### config.mk
export PLATFORM = sky130hd
export DESIGN_NAME = uart_autoflow_ctrl
export DESIGN_NICKNAME = d
export VERILOG_FILES = /design/src/rtl/flowctl_pkg.sv /design/src/rtl/flow_thresh_sel.sv /design/src/rtl/rts_hysteresis.sv /design/src/rtl/cts_sync_gate.sv /design/src/rtl/cts_irq_latch.sv /design/src/rtl/uart_autoflow_ctrl.sv
export SDC_FILE = /design/constraint.sdc
export NUM_CORES = 1
export LEC_CHECK = 0
export ABC_AREA = 1
export BUFFER_PORTS_ARGS = -buffer_cell sky130_fd_sc_hd__clkbuf_2
export CORE_MARGIN = 2
export CORE_UTILIZATION = 39
export CTS_BUF_LIST = sky130_fd_sc_hd__clkbuf_16
export CTS_CLUSTER_DIAMETER = 100
export DETAILED_ROUTE_END_ITERATION = 10
export PLACE_DENSITY = 0.71
export SYNTH_ARGS = -nofsm -noshare
export SYNTH_HDL_FRONTEND = slang
export SYNTH_SLANG_ARGS = --single-unit
### constraint.sdc
create_clock -name clk -period 1.6 [get_ports clk]
set_input_delay 0.32 -clock clk [delete_from_list [all_inputs] [get_ports clk]]
set_output_delay 0.32 -clock clk [all_outputs]
set_load 0.03 [all_outputs]
### src/rtl/flowctl_pkg.sv
// Package: shared types and the legacy threshold table for the flow controller.
// Assumes thresholds fit in 8 bits; users cast to their own count width.
package flowctl_pkg;

    // Withdraw (hi) and re-grant (lo) level pair.
    typedef struct packed {
        logic [7:0] hi;
        logic [7:0] lo;
    } level_pair_t;

    // Legacy threshold pair chosen by the 2-bit trigger code.
    function automatic level_pair_t legacy_pair(input logic [1:0] code);
        level_pair_t p;
        case (code)
            2'b00:   begin p.hi = 8'd8;  p.lo = 8'd0;  end
            2'b01:   begin p.hi = 8'd16; p.lo = 8'd7;  end
            2'b10:   begin p.hi = 8'd24; p.lo = 8'd15; end
            default: begin p.hi = 8'd28; p.lo = 8'd23; end
        endcase
        return p;
    endfunction

endpackage

### src/rtl/flow_thresh_sel.sv
// Module: flow_thresh_sel
// Selects the active withdraw/re-grant threshold pair: the fixed legacy table
// in 32-entry mode, the programmed registers in 128-entry mode.
// Assumes the legacy levels fit into CNT_W bits.
module flow_thresh_sel
    import flowctl_pkg::*;
#(
    parameter int CNT_W = 8
) (
    input  logic             clk,
    input  logic             rst_n,
    input  logic             wide_mode,
    input  logic [1:0]       trig_code,
    input  logic [CNT_W-1:0] flow_hi,
    input  logic [CNT_W-1:0] flow_lo,
    output logic [CNT_W-1:0] hi_lvl,
    output logic [CNT_W-1:0] lo_lvl
);

    level_pair_t tbl;

    // Pick the threshold pair for the current mode.
    always_comb begin
        tbl = legacy_pair(trig_code);
        if (wide_mode) begin
            hi_lvl = flow_hi;
            lo_lvl = flow_lo;
        end else begin
            hi_lvl = CNT_W'(tbl.hi);
            lo_lvl = CNT_W'(tbl.lo);
        end
    end

    // legacy pairs always leave a gap between the two levels.
    a_r2_legacy_gap: assert property (@(posedge clk) disable iff (!rst_n)
        !wide_mode |-> (hi_lvl > lo_lvl));

endmodule

### src/rtl/rts_hysteresis.sv
// Module: rts_hysteresis
// Holds the registered RTS grant state with hysteresis and muxes the pin
// between the automatic state and the software modem-control bit.
// Assumes rx_count is synchronous to clk.
module rts_hysteresis #(
    parameter int CNT_W = 8
) (
    input  logic             clk,
    input  logic             rst_n,
    input  logic [CNT_W-1:0] rx_count,
    input  logic [CNT_W-1:0] hi_lvl,
    input  logic [CNT_W-1:0] lo_lvl,
    input  logic             auto_en,
    input  logic             sw_rts,
    output logic             rts_n
);

    logic grant_q;
    logic at_hi;
    logic at_lo;

    // Threshold comparisons.
    always_comb begin
        at_hi = (rx_count >= hi_lvl);
        at_lo = (rx_count <= lo_lvl);
    end

    // Update the grant state only at threshold crossings; withdrawal wins.
    always_ff @(posedge clk) begin
        if (!rst_n)     grant_q <= 1'b1;
        else if (at_hi) grant_q <= 1'b0;
        else if (at_lo) grant_q <= 1'b1;
    end

    // Drive the pin from the automatic state or the software bit.
    always_comb rts_n = auto_en ? !grant_q : !sw_rts;

    // reaching the high level withdraws RTS at the next edge.
    a_r3_withdraw: assert property (@(posedge clk) disable iff (!rst_n)
        at_hi |=> !grant_q);
    // draining to the low level re-grants RTS at the next edge.
    a_r4_regrant: assert property (@(posedge clk) disable iff (!rst_n)
        (at_lo && !at_hi) |=> grant_q);
    // inside the band the state holds.
    a_r5_hold: assert property (@(posedge clk) disable iff (!rst_n)
        (!at_lo && !at_hi) |=> $stable(grant_q));
    // manual mode tracks the software bit.
    a_r6_manual: assert property (@(posedge clk) disable iff (!rst_n)
        !auto_en |-> (rts_n == !sw_rts));

endmodule

### src/rtl/cts_sync_gate.sv
// Module: cts_sync_gate
// Synchronizes the asynchronous CTS pin, flags its rising (stop-request)
// edge and gates the transmit-allow signal when automatic CTS is on.
// Assumes SYNC_STAGES >= 2.
module cts_sync_gate #(
    parameter int SYNC_STAGES = 2
) (
    input  logic clk,
    input  logic rst_n,
    input  logic cts_n,
    input  logic auto_en,
    output logic stop_rise,
    output logic tx_allow
);

    logic [SYNC_STAGES-1:0] sync_q;
    logic                   prev_q;
    logic                   cts_hi;

    // Synchronizer chain, one flop per stage.
    genvar g;
    generate
        for (g = 0; g < SYNC_STAGES; g++) begin : g_sync
            if (g == 0) begin : g_first
                // First stage samples the pin.
                always_ff @(posedge clk) begin
                    if (!rst_n) sync_q[0] <= 1'b0;
                    else        sync_q[0] <= cts_n;
                end
            end else begin : g_next
                // Later stages shift the sample along.
                always_ff @(posedge clk) begin
                    if (!rst_n) sync_q[g] <= 1'b0;
                    else        sync_q[g] <= sync_q[g-1];
                end
            end
        end
    endgenerate

    always_comb cts_hi = sync_q[SYNC_STAGES-1];

    // Delayed copy for edge detection.
    always_ff @(posedge clk) begin
        if (!rst_n) prev_q <= 1'b0;
        else        prev_q <= cts_hi;
    end

    // Rising-edge detect and transmit gating.
    always_comb begin
        stop_rise = cts_hi && !prev_q;
        tx_allow  = !(auto_en && cts_hi);
    end

    // a stop request with auto CTS on blocks new characters.
    a_r7_gate: assert property (@(posedge clk) disable iff (!rst_n)
        (auto_en && cts_hi) |-> !tx_allow);
    // with auto CTS off the transmitter is never held.
    a_r7_bypass: assert property (@(posedge clk) disable iff (!rst_n)
        !auto_en |-> tx_allow);

endmodule

### src/rtl/cts_irq_latch.sv
// Module: cts_irq_latch
// Sticky interrupt flag set by a CTS stop-request edge and cleared by a
// modem-status read; a new edge beats a concurrent read.
module cts_irq_latch (
    input  logic clk,
    input  logic rst_n,
    input  logic stop_rise,
    input  logic irq_en,
    input  logic msr_read,
    output logic irq
);

    logic set_req;

    always_comb set_req = stop_rise && irq_en;

    // Set on an enabled edge, clear on read.
    always_ff @(posedge clk) begin
        if (!rst_n)        irq <= 1'b0;
        else if (set_req)  irq <= 1'b1;
        else if (msr_read) irq <= 1'b0;
    end

    // an enabled edge sets the flag at the next edge.
    a_r8_set: assert property (@(posedge clk) disable iff (!rst_n)
        set_req |=> irq);
    // a read without a new edge clears the flag.
    a_r8_clear: assert property (@(posedge clk) disable iff (!rst_n)
        (msr_read && !set_req) |=> !irq);
    // with no enabled edge the flag never rises.
    a_r9_no_spurious: assert property (@(posedge clk) disable iff (!rst_n)
        (!irq && !set_req) |=> !irq);

endmodule

### src/rtl/uart_autoflow_ctrl.sv
// Module: uart_autoflow_ctrl
// Top of the automatic RTS/CTS flow controller for one serial channel.
// Assumes rx_count and control inputs are synchronous; cts_n may be async.
module uart_autoflow_ctrl #(
    parameter int FIFO_DEPTH  = 128,
    parameter int SYNC_STAGES = 2,
    localparam int CNT_W      = $clog2(FIFO_DEPTH + 1)
) (
    input  logic             clk,
    input  logic             rst_n,
    input  logic [CNT_W-1:0] rx_count,
    input  logic             wide_mode,
    input  logic [1:0]       trig_code,
    input  logic [CNT_W-1:0] flow_hi,
    input  logic [CNT_W-1:0] flow_lo,
    input  logic             auto_rts_en,
    input  logic             auto_cts_en,
    input  logic             sw_rts,
    input  logic             cts_n,
    input  logic             cts_irq_en,
    input  logic             msr_read,
    output logic             rts_n,
    output logic             tx_allow,
    output logic             cts_irq
);

    logic [CNT_W-1:0] hi_lvl;
    logic [CNT_W-1:0] lo_lvl;
    logic             stop_rise;

    flow_thresh_sel #(.CNT_W(CNT_W)) u_thresh (
        .clk       (clk),
        .rst_n     (rst_n),
        .wide_mode (wide_mode),
        .trig_code (trig_code),
        .flow_hi   (flow_hi),
        .flow_lo   (flow_lo),
        .hi_lvl    (hi_lvl),
        .lo_lvl    (lo_lvl)
    );

    rts_hysteresis #(.CNT_W(CNT_W)) u_rts (
        .clk      (clk),
        .rst_n    (rst_n),
        .rx_count (rx_count),
        .hi_lvl   (hi_lvl),
        .lo_lvl   (lo_lvl),
        .auto_en  (auto_rts_en),
        .sw_rts   (sw_rts),
        .rts_n    (rts_n)
    );

    cts_sync_gate #(.SYNC_STAGES(SYNC_STAGES)) u_cts (
        .clk       (clk),
        .rst_n     (rst_n),
        .cts_n     (cts_n),
        .auto_en   (auto_cts_en),
        .stop_rise (stop_rise),
        .tx_allow  (tx_allow)
    );

    cts_irq_latch u_irq (
        .clk       (clk),
        .rst_n     (rst_n),
        .stop_rise (stop_rise),
        .irq_en    (cts_irq_en),
        .msr_read  (msr_read),
        .irq       (cts_irq)
    );

    // the cycle after reset, the flag is clear and transmission allowed.
    a_r1_reset_state: assert property (@(posedge clk)
        !rst_n |=> (!cts_irq && tx_allow));

endmodule

## Word level (Yosys, flattened, before mapping)

Cells that the tools add are included.

- Register bits: 5
- Input bits: 35
- Word-level logic and storage cells: 27
- Output and inout bits: 3

- Eq/ne operators: 2
- $lt $le $gt $ge: 2
- Mux-type cells: 8
- Reductions and logical operators: 10

Operators with widths:

| cell | number |
|---|---|
| $pmux W13 S3 | 1 |
| $mux W8 | 2 |
| $ge A8 B8 Y1 | 1 |
| $le A8 B8 Y1 | 1 |
| $mux W1 | 5 |
| $logic_not A1 Y1 | 4 |
| $reduce_bool A2 Y1 | 2 |
| $logic_and A1 B1 Y1 | 3 |
| $eq A2 B1 Y1 const B | 1 |
| $eq A2 B2 Y1 const B | 1 |
| $logic_not A2 Y1 | 1 |

## Longest topological paths before layout

- Word-level depth: 6
- Mapped depth: 15
- Gate-level depth less buffers: 14

## Cells and area by module

A second synthesis with hierarchy kept.

- Cells, all modules: 139
- Area, all modules: 804.5 um^2

By module, submodules not included:

| module | area each (um^2) | instances | cells each |
|---|---|---|---|
| rts_hysteresis | 475.5 | 1 | 78 |
| flow_thresh_sel | 188.9 | 1 | 43 |
| cts_sync_gate | 96.3 | 1 | 12 |
| cts_irq_latch | 43.8 | 1 | 6 |

## Worst setup path after synthesis

OpenSTA, ideal clock, no wires.

- Path kind: input to register
- From: input port wide_mode
- To: register u_rts.grant_q
- Setup time: 0.112 ns
- Required time: 1.488 ns
- Path buffers: 1
- Arrival time: 1.421 ns
- Stages on the path: 13
- Setup slack: 0.066 ns
- Cell sequence: buf_2 -> o31ai_1 -> inv_1 -> ha_1 -> nand2_1 -> inv_1 -> nand2_1 -> nand2_1 -> nand2_1 -> nand2_1 -> nand2_1 -> nand2_1 -> nand2_1

- Longest elaborated chain between the ends: 3

Ends and longest elaborated chain:

| item | RTL line | source |
|---|---|---|
| start: declaration | uart_autoflow_ctrl.sv:12 | `input logic wide_mode,` |
| $mux W8 | flow_thresh_sel.sv:25 | `if (wide_mode) begin` |
| $ge A8 B8 Y1 / $le A8 B8 Y1 (equally long branches) | rts_hysteresis.sv:24, rts_hysteresis.sv:25 |  |
| $mux W1 / $reduce_bool A2 Y1 (equally long branches) | - |  |
| end signal: assignment | rts_hysteresis.sv:30 | `if (!rst_n) grant_q <= 1'b1;` |
| end signal: assignment | rts_hysteresis.sv:31 | `else if (at_hi) grant_q <= 1'b0;` |
| end signal: assignment | rts_hysteresis.sv:32 | `else if (at_lo) grant_q <= 1'b1;` |
| end: declaration | rts_hysteresis.sv:18 | `logic grant_q;` |

Parallel ways exist; a longest one is shown, timed or not.
A chain may end at the register's enable or synchronous reset.

## Worst setup path in the final report

Same ends and word-level chain as after synthesis.

==> reports/metrics.cfg <==
[yosys]
syn_nets=158
yosysSeqAreaShare_pct=14.9
synth_edf_count=0
yosys.cell_count.top_type=nand2_1
synth_top_area_share_pct=29.7
synth_common_cells=nand2_1 (37), ha_1 (16), inv_1 (16), nor2_1 (10), a21oi_1 (8)
synth-seq-cells=5
ys_types=15
synth-warning-count=0
yosysTopAreaCell=ha_1
ys_async_sr_fraction_pct=0
syn_inst=107
synth_ff_type=dfxtp_1
netlist_top_cells_area=ha_1 (30%), nand2_1 (21%), dfxtp_1 (15%)
synth_area_sq_um=673
synth_area_per_cell_sq_um=6.29

[grt]
grt_antenna_before_repair=0
grt-ovfl-total=0
grt_start_max_net_pins=10
grt_pass1_vias=668
grt_usage_pct=15.9
grt_pass1_wl_microns=2440

[critical_path]
end_kind=flip-flop
startpoint=wide_mode
slowest_delay_ns=0.27
cp_top_family=simple AND/OR/NAND/NOR gates
startpoint_type=input pin
ff2ff_setup_slack_ns=0.90
cp-endpoint=u_rts.grant_q
crit_type=in -> reg
crit_buf_inv=3
reg2regPathDepth=4
required_ns=1.72
path_max_fanout=9
crit_top_cell=nand2_1
r2r_start=u_rts.grant_q
worstReg2RegEnd=u_rts.grant_q
cp.depth=13
worstPathCellList=clkbuf_4 -> o31ai_2 -> inv_1 -> ha_4 -> nand2_1 -> inv_1 -> nand2_1 -> nand2_1 -> nand2_1 -> nand2_1 -> nand2_1 -> nand2_1 -> nand2_1
slowest_stage=ha_4
arrival_ns=1.55

[timing]
tightest_slew_ns=0.204
fin_skew_ns=0.000874
min_period_ns=1.43
fin_crit_sh_pct=89.6
max-slew-margin-rel_pct=86.3
hold_viol_final=0
grt_setup_unrepaired=false
maxSlewViolCount=0
setup_viol=0
max_freq_ghz=0.697

[place]
dp_cells=161
port_buffers=37
postPlaceCellArea_sq_um=885
dp_hpwl_microns=1330
gp_congestion=0.737

[routing]
wl_per_cell_microns=9.38
drt_pre_antenna_iters=4
dr.first_iter.drc_count=7
vias_per_cell=4.75
finalWirelength_microns=1550
num_vias=783
drc=0
antenna_left=0

[floorplan]
rows=15
die_h_microns=45.5
start_util_pct=40.3
die_x_microns=45.5
dieArea_sq_mm=0.00207
io_pins=38
core_area_sq_mm=0.00167

[layout]
final_util_pct=58.9
final_cell_area_sq_um=983
nets=200
synthToLayoutAreaGrowth_pct=46.1
antenna_cells=0
instances_no_fill=165
fillers=161
drive_gt1_share_pct=30.4

[clock_network]
clkLatencyLatePin_ns=0.22
cts_tree=yes
ctsRootBufferMaster=clkbuf_16
htree_num_levels=1
cts_setup_buffers=0
cts_buffers=3
clk_pin_slew_worst_paths_ns=0.03
cts-resized-gates=0
cts_buffer_depth=2
clock_sinks=5
cts_hold_repair.buffers=0

[hold_path]
hp-class=in -> reg

[status]
status=completed

[pwr]
finalPower_mw=0.745
ir_drop_v=0.000836
p_per_area_mw_per_mm2=758
leakage_nw=0.608

[run]
max-cap-violations=0

[power by group]
| group | switching (mW) | internal, mW |
|---|---|---|
| registers | 0.00317 | 0.132 |
| clock network | 0.0767 | 0.323 |
| logic | 0.111 | 0.0996 |
| total | 0.191 | 0.555 |
[how the worst min path moves through the flow]
| stage | startpoint | endpoint | depth (start not counted) |
|---|---|---|---|
| finish | cts_n | u_cts.sync_q[0] | 3 |
| global route | cts_n | u_cts.sync_q[0] | 3 |
| CTS | cts_n | u_cts.sync_q[0] | 3 |
| detailed placement | u_cts.sync_q[0] | u_cts.cts_hi | 2 |
| global placement | u_cts.sync_q[0] | u_cts.cts_hi | 2 |
| floorplan | rst_n | u_rts.grant_q | 1 |
[flip-flops by register name, summed over array words and instances (netlist names)]
| name | count |
|---|---|
| u_irq.irq | 1 |
| u_cts.prev_q | 1 |
| u_rts.grant_q | 1 |
| u_cts.cts_hi | 1 |
| u_cts.sync_q | 1 |
[worst reg2reg max path: cells and delay by family (launching register included)]
family | cells | cell delay [ns]
flops | 1 | 0.31
simple gates | 3 | 0.18
compound gates | 1 | 0.11
[layout by cell type, fill, tap and decap left out]
master and n:
nand2_1 37, clkbuf_2 36, inv_1 17, ha_1 15
nor2_1 10, a21oi_1 8, dfxtp_1 5, clkbuf_16 3
o21ai_0 2, nand3_1 2, a21o_1 2, buf_4 2
o31ai_2 1, o21ai_1 1, o21a_1 1, mux2i_1 1
nor3_1 1, a21oi_2 1, o31ai_1 1, ha_4 1
clkbuf_4 1
[per-stage QoR]
| stage | hold slack, ns | TNS, ns | setup WS, ns |
|---|---|---|---|
| 6_report | 0.283 | 0 | 0.166 |
| 3_3_place_gp | 0.393 | -0.0132 | -0.0132 |
| 5_1_grt | 0.299 | 0 | 0.0129 |
| 3_5_place_dp | 0.405 | -0.0725 | -0.0725 |
| 4_1_cts | 0.279 | 0 | 0.142 |
| 2_1_floorplan | 0.389 | 0 | 0.0665 |
[cell families after synthesis]
logic type	synth area share [%]
adders and majority gates	29.7
and+or+nand+nor	28.4
muxes	1.49
AOI/OAI and AO/OA	15.1
buffers and inverters	10.4
DFF	14.9
[final cells by class]
cell class / instances / area [sq um] / area share [%]
multi-input combinational: 84 / 520 / 52.9
clock inverter: 1 / 3.75 / 0.382
sequential: 5 / 100 / 10.2
timing repair buffer: 39 / 203 / 20.6
tap: 17 / 21.3 / 2.16
inverter: 16 / 60.1 / 6.11
clock buffer: 3 / 75.1 / 7.63
[layer usage]
metal / up-vias / GRT usage, % / routed length (microns)
li1: 425 / - / -
met1: 337 / 17.2 / 715
met2: 21 / 29.9 / 767
met3: 0 / 2.38 / 65
met4: 0 / 7.06 / 0
met5: - / 0 / 0
No activity file was read; power rests on OpenSTA's default activity.
